--- src/rtl/txc_pkg.sv ---
package txc_pkg;
  // Default geometry of the conditioning path
  localparam int unsigned TXC_DW   = 16;    // sample and register width
  localparam int unsigned TXC_LW   = 14;    // clip code width
  localparam int unsigned TXC_GMAX = 10900; // largest useful attenuation code

  // Channel indices inside the datapath arrays
  localparam int unsigned CH_MOD1 = 0;
  localparam int unsigned CH_MOD2 = 1;
  localparam int unsigned CH_AUD  = 2;
  localparam int unsigned N_GAIN  = 3;      // scaled channels
  localparam int unsigned N_MOD   = 2;      // channels with correction and clip
endpackage

--- src/rtl/txc_fine_gain.sv ---
// Combinational attenuation: y = round(x * (2^(DW-1) - g) / 2^(DW-1))
module txc_fine_gain
  import txc_pkg::*;
#(
  parameter int unsigned DW   = TXC_DW,
  parameter int unsigned GMAX = TXC_GMAX
) (
  input  logic [DW-1:0] x,
  input  logic [DW-1:0] g,
  output logic [DW-1:0] y
);
  localparam int unsigned PW   = 2*DW + 2;
  localparam int unsigned ONE  = 1 << (DW-1);
  localparam int unsigned HALF = ONE >> 1;

  logic [DW-1:0]        g_lim;
  logic [DW:0]          fac;
  logic signed [PW-1:0] xe;
  logic signed [PW-1:0] fe;
  logic signed [PW-1:0] prod;
  logic signed [PW-1:0] rnd;
  logic signed [PW-1:0] shr;

  always_comb begin
    g_lim = (g > DW'(GMAX)) ? DW'(GMAX) : g;
    fac   = (DW+1)'(ONE) - {1'b0, g_lim};
    xe    = PW'($signed(x));
    fe    = $signed({{(PW-DW-1){1'b0}}, fac});
    prod  = xe * fe;
    rnd   = prod + $signed(PW'(HALF));
    shr   = rnd >>> (DW-1);
    y     = shr[DW-1:0];
  end
endmodule

--- src/rtl/txc_ofs_clip.sv ---
// Combinational saturating subtract followed by a symmetric clip about zero
module txc_ofs_clip
  import txc_pkg::*;
#(
  parameter int unsigned DW = TXC_DW,
  parameter int unsigned LW = TXC_LW
) (
  input  logic [DW-1:0] x,
  input  logic [DW-1:0] ofs,
  input  logic [LW-1:0] lim,
  output logic [DW-1:0] y
);
  localparam int unsigned SH   = DW - 1 - LW;
  localparam logic [DW-1:0] FILL = DW'((1 << SH) - 1);
  localparam logic [DW-1:0] SMAX = {1'b0, {(DW-1){1'b1}}};
  localparam logic [DW-1:0] SMIN = {1'b1, {(DW-1){1'b0}}};

  logic signed [DW:0]   diff;
  logic [DW-1:0]        sat;
  logic [DW-1:0]        dev;
  logic signed [DW-1:0] s_sat;
  logic signed [DW-1:0] s_dev;
  logic signed [DW-1:0] s_ndev;

  always_comb begin
    diff = $signed({x[DW-1], x}) - $signed({ofs[DW-1], ofs});
    if (diff[DW] != diff[DW-1]) sat = diff[DW] ? SMIN : SMAX;
    else                        sat = diff[DW-1:0];
    dev    = (DW'(lim) << SH) | (lim[LW-1] ? FILL : '0);
    s_sat  = $signed(sat);
    s_dev  = $signed(dev);
    s_ndev = -s_dev;
    if (s_sat > s_dev)       y = dev;
    else if (s_sat < s_ndev) y = s_ndev;
    else                     y = sat;
  end
endmodule

--- src/rtl/txc_cfg_hold.sv ---
// Holding registers for the settings, loaded only when the path is empty
module txc_cfg_hold
  import txc_pkg::*;
#(
  parameter int unsigned DW = TXC_DW,
  parameter int unsigned LW = TXC_LW
) (
  input  logic          clk,
  input  logic          srst_n,
  input  logic          cap_en,
  input  logic [DW-1:0] g1_in,
  input  logic [DW-1:0] g2_in,
  input  logic [DW-1:0] o1_in,
  input  logic [DW-1:0] o2_in,
  input  logic [LW-1:0] lim_in,
  output logic [DW-1:0] g1_q,
  output logic [DW-1:0] g2_q,
  output logic [DW-1:0] o1_q,
  output logic [DW-1:0] o2_q,
  output logic [LW-1:0] lim_q
);
  logic [DW-1:0] g1_d, g2_d, o1_d, o2_d;
  logic [LW-1:0] lim_d;

  always_comb begin
    g1_d  = g1_q;
    g2_d  = g2_q;
    o1_d  = o1_q;
    o2_d  = o2_q;
    lim_d = lim_q;
    if (cap_en) begin
      g1_d  = g1_in;
      g2_d  = g2_in;
      o1_d  = o1_in;
      o2_d  = o2_in;
      lim_d = lim_in;
    end
  end

  always_ff @(posedge clk or negedge srst_n) begin
    if (!srst_n) begin
      g1_q  <= '0;
      g2_q  <= '0;
      o1_q  <= '0;
      o2_q  <= '0;
      lim_q <= '0;
    end else begin
      g1_q  <= g1_d;
      g2_q  <= g2_d;
      o1_q  <= o1_d;
      o2_q  <= o2_d;
      lim_q <= lim_d;
    end
  end
endmodule

--- src/rtl/txcond_path.sv ---
module txcond_path
  import txc_pkg::*;
#(
  parameter int unsigned DW   = TXC_DW,
  parameter int unsigned LW   = TXC_LW,
  parameter int unsigned GMAX = TXC_GMAX
) (
  input  logic          clk,
  input  logic          rst_n,
  input  logic          in_valid,
  input  logic [DW-1:0] in_mod1,
  input  logic [DW-1:0] in_mod2,
  input  logic [DW-1:0] in_aud,
  input  logic [DW-1:0] fgain1,
  input  logic [DW-1:0] fgain2,
  input  logic [DW-1:0] offs1,
  input  logic [DW-1:0] offs2,
  input  logic [LW-1:0] clip_lvl,
  output logic          out_valid,
  output logic [DW-1:0] mod1_out,
  output logic [DW-1:0] mod2_out,
  output logic [DW-1:0] aud_out
);
  // Reset: asserted asynchronously, released on the clock
  logic [1:0] rs_q;
  logic       srst_n;

  always_ff @(posedge clk or negedge rst_n) begin
    if (!rst_n) rs_q <= 2'b00;
    else        rs_q <= {rs_q[0], 1'b1};
  end
  assign srst_n = rs_q[1];

  // Pipeline occupancy and settings capture
  logic v1_q, v1_d, v2_q, v2_d;
  logic busy;

  assign busy = in_valid | v1_q | v2_q;

  logic [DW-1:0] sh_g1, sh_g2, sh_o1, sh_o2;
  logic [LW-1:0] sh_lim;

  txc_cfg_hold #(.DW(DW), .LW(LW)) u_cfg (
    .clk    (clk),
    .srst_n (srst_n),
    .cap_en (~busy),
    .g1_in  (fgain1),
    .g2_in  (fgain2),
    .o1_in  (offs1),
    .o2_in  (offs2),
    .lim_in (clip_lvl),
    .g1_q   (sh_g1),
    .g2_q   (sh_g2),
    .o1_q   (sh_o1),
    .o2_q   (sh_o2),
    .lim_q  (sh_lim)
  );

  // Stage 1: attenuation on all three channels
  logic [DW-1:0] raw   [N_GAIN];
  logic [DW-1:0] gsel  [N_GAIN];
  logic [DW-1:0] gained[N_GAIN];
  logic [DW-1:0] s1_d  [N_GAIN];
  logic [DW-1:0] s1_q  [N_GAIN];

  assign raw[CH_MOD1]  = in_mod1;
  assign raw[CH_MOD2]  = in_mod2;
  assign raw[CH_AUD]   = in_aud;
  assign gsel[CH_MOD1] = sh_g1;
  assign gsel[CH_MOD2] = sh_g2;
  assign gsel[CH_AUD]  = sh_g1;   // audio follows the channel 1 code

  generate
    for (genvar c = 0; c < N_GAIN; c++) begin : g_gain
      txc_fine_gain #(.DW(DW), .GMAX(GMAX)) u_gain (
        .x (raw[c]),
        .g (gsel[c]),
        .y (gained[c])
      );
    end
  endgenerate

  // Stage 2: correction and clip on the modulator channels only
  logic [DW-1:0] osel  [N_MOD];
  logic [DW-1:0] fixed [N_MOD];
  logic [DW-1:0] res_d [N_GAIN];
  logic [DW-1:0] res_q [N_GAIN];

  assign osel[CH_MOD1] = sh_o1;
  assign osel[CH_MOD2] = sh_o2;

  generate
    for (genvar c = 0; c < N_MOD; c++) begin : g_mod
      txc_ofs_clip #(.DW(DW), .LW(LW)) u_clip (
        .x   (s1_q[c]),
        .ofs (osel[c]),
        .lim (sh_lim),
        .y   (fixed[c])
      );
    end
  endgenerate

  // Next-state logic with explicit enables
  always_comb begin
    v1_d = in_valid;
    v2_d = v1_q;
    for (int c = 0; c < N_GAIN; c++) begin
      s1_d[c]  = in_valid ? gained[c] : s1_q[c];
      res_d[c] = res_q[c];
    end
    if (v1_q) begin
      for (int c = 0; c < N_MOD; c++) res_d[c] = fixed[c];
      res_d[CH_AUD] = s1_q[CH_AUD];
    end
  end

  // State registers
  always_ff @(posedge clk or negedge srst_n) begin
    if (!srst_n) begin
      v1_q <= 1'b0;
      v2_q <= 1'b0;
      for (int c = 0; c < N_GAIN; c++) begin
        s1_q[c]  <= '0;
        res_q[c] <= '0;
      end
    end else begin
      v1_q <= v1_d;
      v2_q <= v2_d;
      for (int c = 0; c < N_GAIN; c++) begin
        s1_q[c]  <= s1_d[c];
        res_q[c] <= res_d[c];
      end
    end
  end

  assign out_valid = v2_q;
  assign mod1_out  = res_q[CH_MOD1];
  assign mod2_out  = res_q[CH_MOD2];
  assign aud_out   = res_q[CH_AUD];
endmodule

--- config.mk ---
export PLATFORM = sky130hd
export DESIGN_NAME = txcond_path
export DESIGN_NICKNAME = d
export VERILOG_FILES = /design/src/rtl/txc_pkg.sv /design/src/rtl/txc_fine_gain.sv /design/src/rtl/txc_ofs_clip.sv /design/src/rtl/txc_cfg_hold.sv /design/src/rtl/txcond_path.sv
export SDC_FILE = /design/constraint.sdc
export NUM_CORES = 2
export LEC_CHECK = 0
export ABC_AREA = 0
export BUFFER_PORTS_ARGS = -buffer_cell sky130_fd_sc_hd__buf_4
export CAP_MARGIN = 20
export CORE_MARGIN = 2
export CORE_UTILIZATION = 54
export CTS_CLUSTER_SIZE = 28
export DETAILED_ROUTE_END_ITERATION = 8
export PLACE_DENSITY_LB_ADDON = 0.2
export SYNTH_ARGS = -nofsm -noshare
export SYNTH_HDL_FRONTEND = slang
export SYNTH_HIERARCHICAL = 1
export SYNTH_SLANG_ARGS = --single-unit
--- constraint.sdc ---
create_clock -name clk -period 9.7 [get_ports clk]
set_input_delay 0.485 -clock clk [delete_from_list [all_inputs] [get_ports clk]]
set_output_delay 0.485 -clock clk [all_outputs]
set_load 0.005 [all_outputs]
# ---- Yosys cells after proc, flatten, opt, wreduce, memory -nomap -nowiden
# Cells that the tools add are included.
dict set report classes {
  add_sub_neg 8
  n_mul 3
  div 0
  order_cmp 6
  eq_ne 2
  shifts 0
  muxes 11
  n_bitwise 3
  n_reduce_logical 0
}
# op count
set op_table {}
lappend op_table {{2-to-1 mux 16 bit} 10}
lappend op_table {{adder 31 x 16 -> 31 bit (second input constant)} 3}
lappend op_table {{multiplier 16 x 18 -> 31 bit} 3}
lappend op_table {{subtractor 16 x 16 -> 17 bit} 2}
lappend op_table {{subtractor 16 x 16 -> 17 bit (first input constant)} 2}
lappend op_table {{greater-than comparator 16 x 14 -> 1 bit (second input constant)} 2}
lappend op_table {{greater-than comparator 16 bit} 2}
lappend op_table {{< comparator 16 bit} 2}
lappend op_table {{negation 16 bit} 1}
lappend op_table {{bitwise OR 15 x 16 -> 16 bit} 1}
lappend op_table {{!= test 1 bit} 2}
lappend op_table {{bitwise OR 1 bit} 2}
lappend op_table {{2-to-1 mux 1 bit} 1}
dict set report word_totals {
  register_bits 178
  latchBits 0
  ram_bits 0
  rom_bits 0
  input_bits 129
  output_inout_bits 49
  elab_cells 47
  mem_count 0
}

# ---- Depth between registers and ports, before layout
dict set report depth {
  word_depth 6
  ltp_mapped 37
  mapped_depth_nobuf 34
}

# ---- Hierarchy
# Netlist, hierarchy kept.
# module n_inst cells_each area_per_inst_um2 seq_area_each_um2
set by_module_without_submodules {}
lappend by_module_without_submodules {{txc_fine_gain (g_gain[2].u_gain)} 1 1018 9078.7 0.0}
lappend by_module_without_submodules {{txc_fine_gain (g_gain[1].u_gain)} 1 1021 8923.6 0.0}
lappend by_module_without_submodules {{txc_fine_gain (g_gain[0].u_gain)} 1 1017 8892.3 0.0}
lappend by_module_without_submodules {txcond_path 1 208 3749.8 2502.4}
lappend by_module_without_submodules {txc_cfg_hold 1 165 2975.4 1951.9}
lappend by_module_without_submodules {{txc_ofs_clip (g_mod[0].u_clip)} 1 327 2322.2 0.0}
lappend by_module_without_submodules {{txc_ofs_clip (g_mod[1].u_clip)} 1 321 2317.2 0.0}

# ---- Least setup slack after synthesis
# Ideal clock, no wire load.
dict set report synth_path {
  path_type {register to register}
  startpoint {reg u_cfg.g1_q[8]}
  endpoint {reg s1_q[47] (netlist bit)}
  setup_time_ns 0.125
  arrival_ns 8.573
  required_ns 9.575
  path_slack_ns 1.002
  stages_incl_launch_ff 36
  n_path_buf 3
  synth_period_minus_slack_ns 8.698
  cell_sequence {dfrtp_1 and4bb_1 and4_1 a21oi_1 and2_1 buf_6 clkbuf_1 nand2b_1 ha_1 nand2_1 or4_4 nor3_1 xnor2_1 or2_2 clkbuf_1 and2_1 fa_1 inv_1 fa_1 fa_1 inv_1 fa_1 fa_1 inv_1 fa_1 inv_1 ha_1 a21o_1 a21oi_1 o21ai_0 or3_1 o21ai_1 o22ai_1 o41ai_1 xnor2_1 mux2_2}
}
# item line
set synth_rtl {}
lappend synth_rtl {{start: declaration} txc_cfg_hold.sv:16} ;# output logic [DW-1:0] g1_q,
lappend synth_rtl {{start signal: assignment} txc_cfg_hold.sv:48} ;# g1_q <= g1_d;
lappend synth_rtl {{end signal: indexed assignment} txcond_path.sv:130} ;# s1_q[c] <= s1_d[c];
lappend synth_rtl {{end: declaration} txcond_path.sv:64} ;# logic [DW-1:0] s1_q [N_GAIN];

==> results.yml <==
synth:
  synth_cell_types: 106
  synth.top_cell.area_share_pct: 32.8
  synth_warnings: 6
  synth_flop_cell: "dfrtp_1"
  syn_area_per_cell_um2: 9.38
  synth_edf_count: 0
  synth.most_common_cell: "inv_1"
  ys_seq_area_share_pct: 11.6
  synth_top_area_cell: "fa_1"
  postSynthCellCount: 4077
  synthTopCellsByArea: "fa_1, ha_1, dfrtp_1, inv_1, and2_1"
  synth.top_cells.by_count: "inv_1, fa_1, nand2_1, ha_1, and2_1"
  synth.cell_area_um2: 38300
  ys_ff_latch: 178
  async_reset_ff_share_pct: 100
clock_network:
  cts.sinks: 178
  clockBufferDepth: 2
  htreeDepth: 4
  cts_setup_buffers: 0
  insertion_delay_ps: 500
  cts-root-buf: "clkbuf_16"
  cts_tree: "done"
  clk_pin_slew_ps: 90
  numCtsBuffers: 17
global_routing:
  antenna_found_initial: 2
  grt_first_pass_wirelength_mm: 157
  top_usage_layer: "met2"
  grt_pass1_vias: 29700
  grt_max_degree: 73
  grt_util_met3_pct: 5.42
  overflow: 0
  grt_util_met1_pct: 37.4
  grtUsageMet2_pct: 43.2
  grt_usage_pct: 27.0
finish:
  design_area_um2: 41100
  nets: 5369
  fillers: 6200
  finish.utilization_pct: 58.7
  drive_gt1_share_pct: 12.0
  syn2layout_area_growth_pct: 7.49
setup_path:
  critPathMaxFanout: 16
  criticalPathCategory: "flip-flop to flip-flop"
  arrival_ps: 9640
  critical-path-max-stage-delay_ps: 570
  worstPathRequired_ps: 10100
  slowest_stage: "or4_1"
  crit_path_end_kind: "flip-flop"
  critPathLaunchType: "flip-flop"
  rrSetupSlack_ps: 460
  critPathMostFrequentCell: "fa_1"
sta:
  skew_ps: 17.6
  tightest_slew_ps: 1020
  setup_violations: 0
  fin_crit_sh_pct: 95.3
  hold_violations: 0
  post-route-min-period_ps: 9240
  fin_ws_ps: 456
  rsz0062_at_grt: "false"
  slew_headroom_pct: 32.0
  slew_viol_final: 0
  fin_tns_setup_ps: 0
  max_freq_ghz: 0.108
routing:
  wl_mm: 93.2
  ant_nets: 0
  dr.pass1.iters: 5
  drc_errors: 0
  wl_per_cell_um: 18.0
  vias_per_cell: 5.46
  vias: 28200
  drtIter0Drc: 1847
die:
  fp.dieW_um: 270
  core_area_um2: 70000
  initial_core_util_pct: 54.6
  die_area_um2: 73000
  chipHeight_um: 270
  rows: 97
  io_pins: 178
placement:
  dp_slack_ps: 251
  portBuffers: 177
  post-dp-hpwl_mm: 74.8
  placed_cell_area_um2: 40500
  gp_congestion: 0.936
flow_run:
  cap_violations: 0
status:
  outcome: "finished clean"
worst_hold_path:
  hp-class: "input pin to flip-flop"
## flip-flops by register name (all words and copies together), names as in the netlist, 16 cells and up
name	count
s1_q	48
aud_out	16
mod1_out	16
mod2_out	16
u_cfg/g1_q	16
u_cfg/g2_q	16
u_cfg/o1_q	16
u_cfg/o2_q	16
## placed cells by master (no fill, tap or decap), types with 22 or more instances in the layout
cell,n
ha_1,404
and2_1,375
a21oi_1,85
fa_1,626
buf_4,223
nor2_1,125
nor3_1,42
xor2_1,42
nand3_1,28
and3_1,35
nand4_1,22
conb_1,43
dfrtp_1,173
a211oi_1,24
xnor2_1,89
nand2_1,412
o21ai_0,66
mux2_4,39
mux2_2,136
a21o_1,45
nand2b_1,26
inv_1,818
## worst paths after layout
kind,startpoint,depth (start not counted),endpoint
setup / recovery,u_cfg/g1_q[8],33,s1_q[13]
hold / removal,fgain2[12],2,u_cfg/g2_q[12]
setup reg to reg,u_cfg/g1_q[8],33,s1_q[13]
hold reg to reg,rs_q[0],0,rs_q[1]
max in group asynchronous,rs_q[1],2,v1_q
min in group asynchronous,rst_n,2,rs_q[0]
## logic make-up after synthesis
kind of cell               share of synthesized area [%]
AOI/OAI and AO/OA                                   7.24
other                                             0.0687
muxes                                               5.87
xor gates and xnor gates                            3.04
DFF                                                 11.6
and+or+nand+nor                                     16.2
adders and majority gates                           46.0
buffers and inverters                               10.0
## worst max-delay path: cells and delay by family (launching register included)
family          cells  cell delay, ps
buf+inv             6             510
compound gates      5            1290
mux                 1             260
flops               1             450
fa+ha+maj           8            3470
xor+xnor            2             310
simple gates       11            2850
## area by class of cell
| class | instances | area [µm²] | area share (%) |
|---|---|---|---|
| sequential | 178 | 4460 | 10.9 |
| timing repair buffer | 224 | 1680 | 4.10 |
| tap | 940 | 1180 | 2.86 |
| clock buffer | 17 | 425 | 1.03 |
| multi-input combinational | 2971 | 30100 | 73.2 |
| inverter | 818 | 3070 | 7.47 |
| clock inverter | 15 | 181 | 0.441 |
| antenna | 2 | 5.00 | 0.0122 |
## per-layer routing
layer  up-vias  part of all wire, %
met1     14200                   45
met4         2                  2.6
li1      13000                    -
met5         -                0.014
met2       799                   46
met3       126                  6.6
## per-stage QoR
step	hold slack (ps)	instances
2_1_floorplan	189	4113
3_3_place_gp	269	5130
3_5_place_dp	271	5130
4_1_cts	165	5163
5_1_grt	187	5164
6_report	208	5165
## repair_timing
| item | 4_1_cts | 5_1_grt |
|---|---|---|
| gates resized for setup | 0 | 5 |
| hold buffers | 1 | 0 |
| setup endpoints to repair | 0 | 11 |
| endpoints found under the hold margin | 2 | 0 |
Power is not shown: default switching activity piles up to over one toggle a cycle in this logic, so the estimate is an artifact.
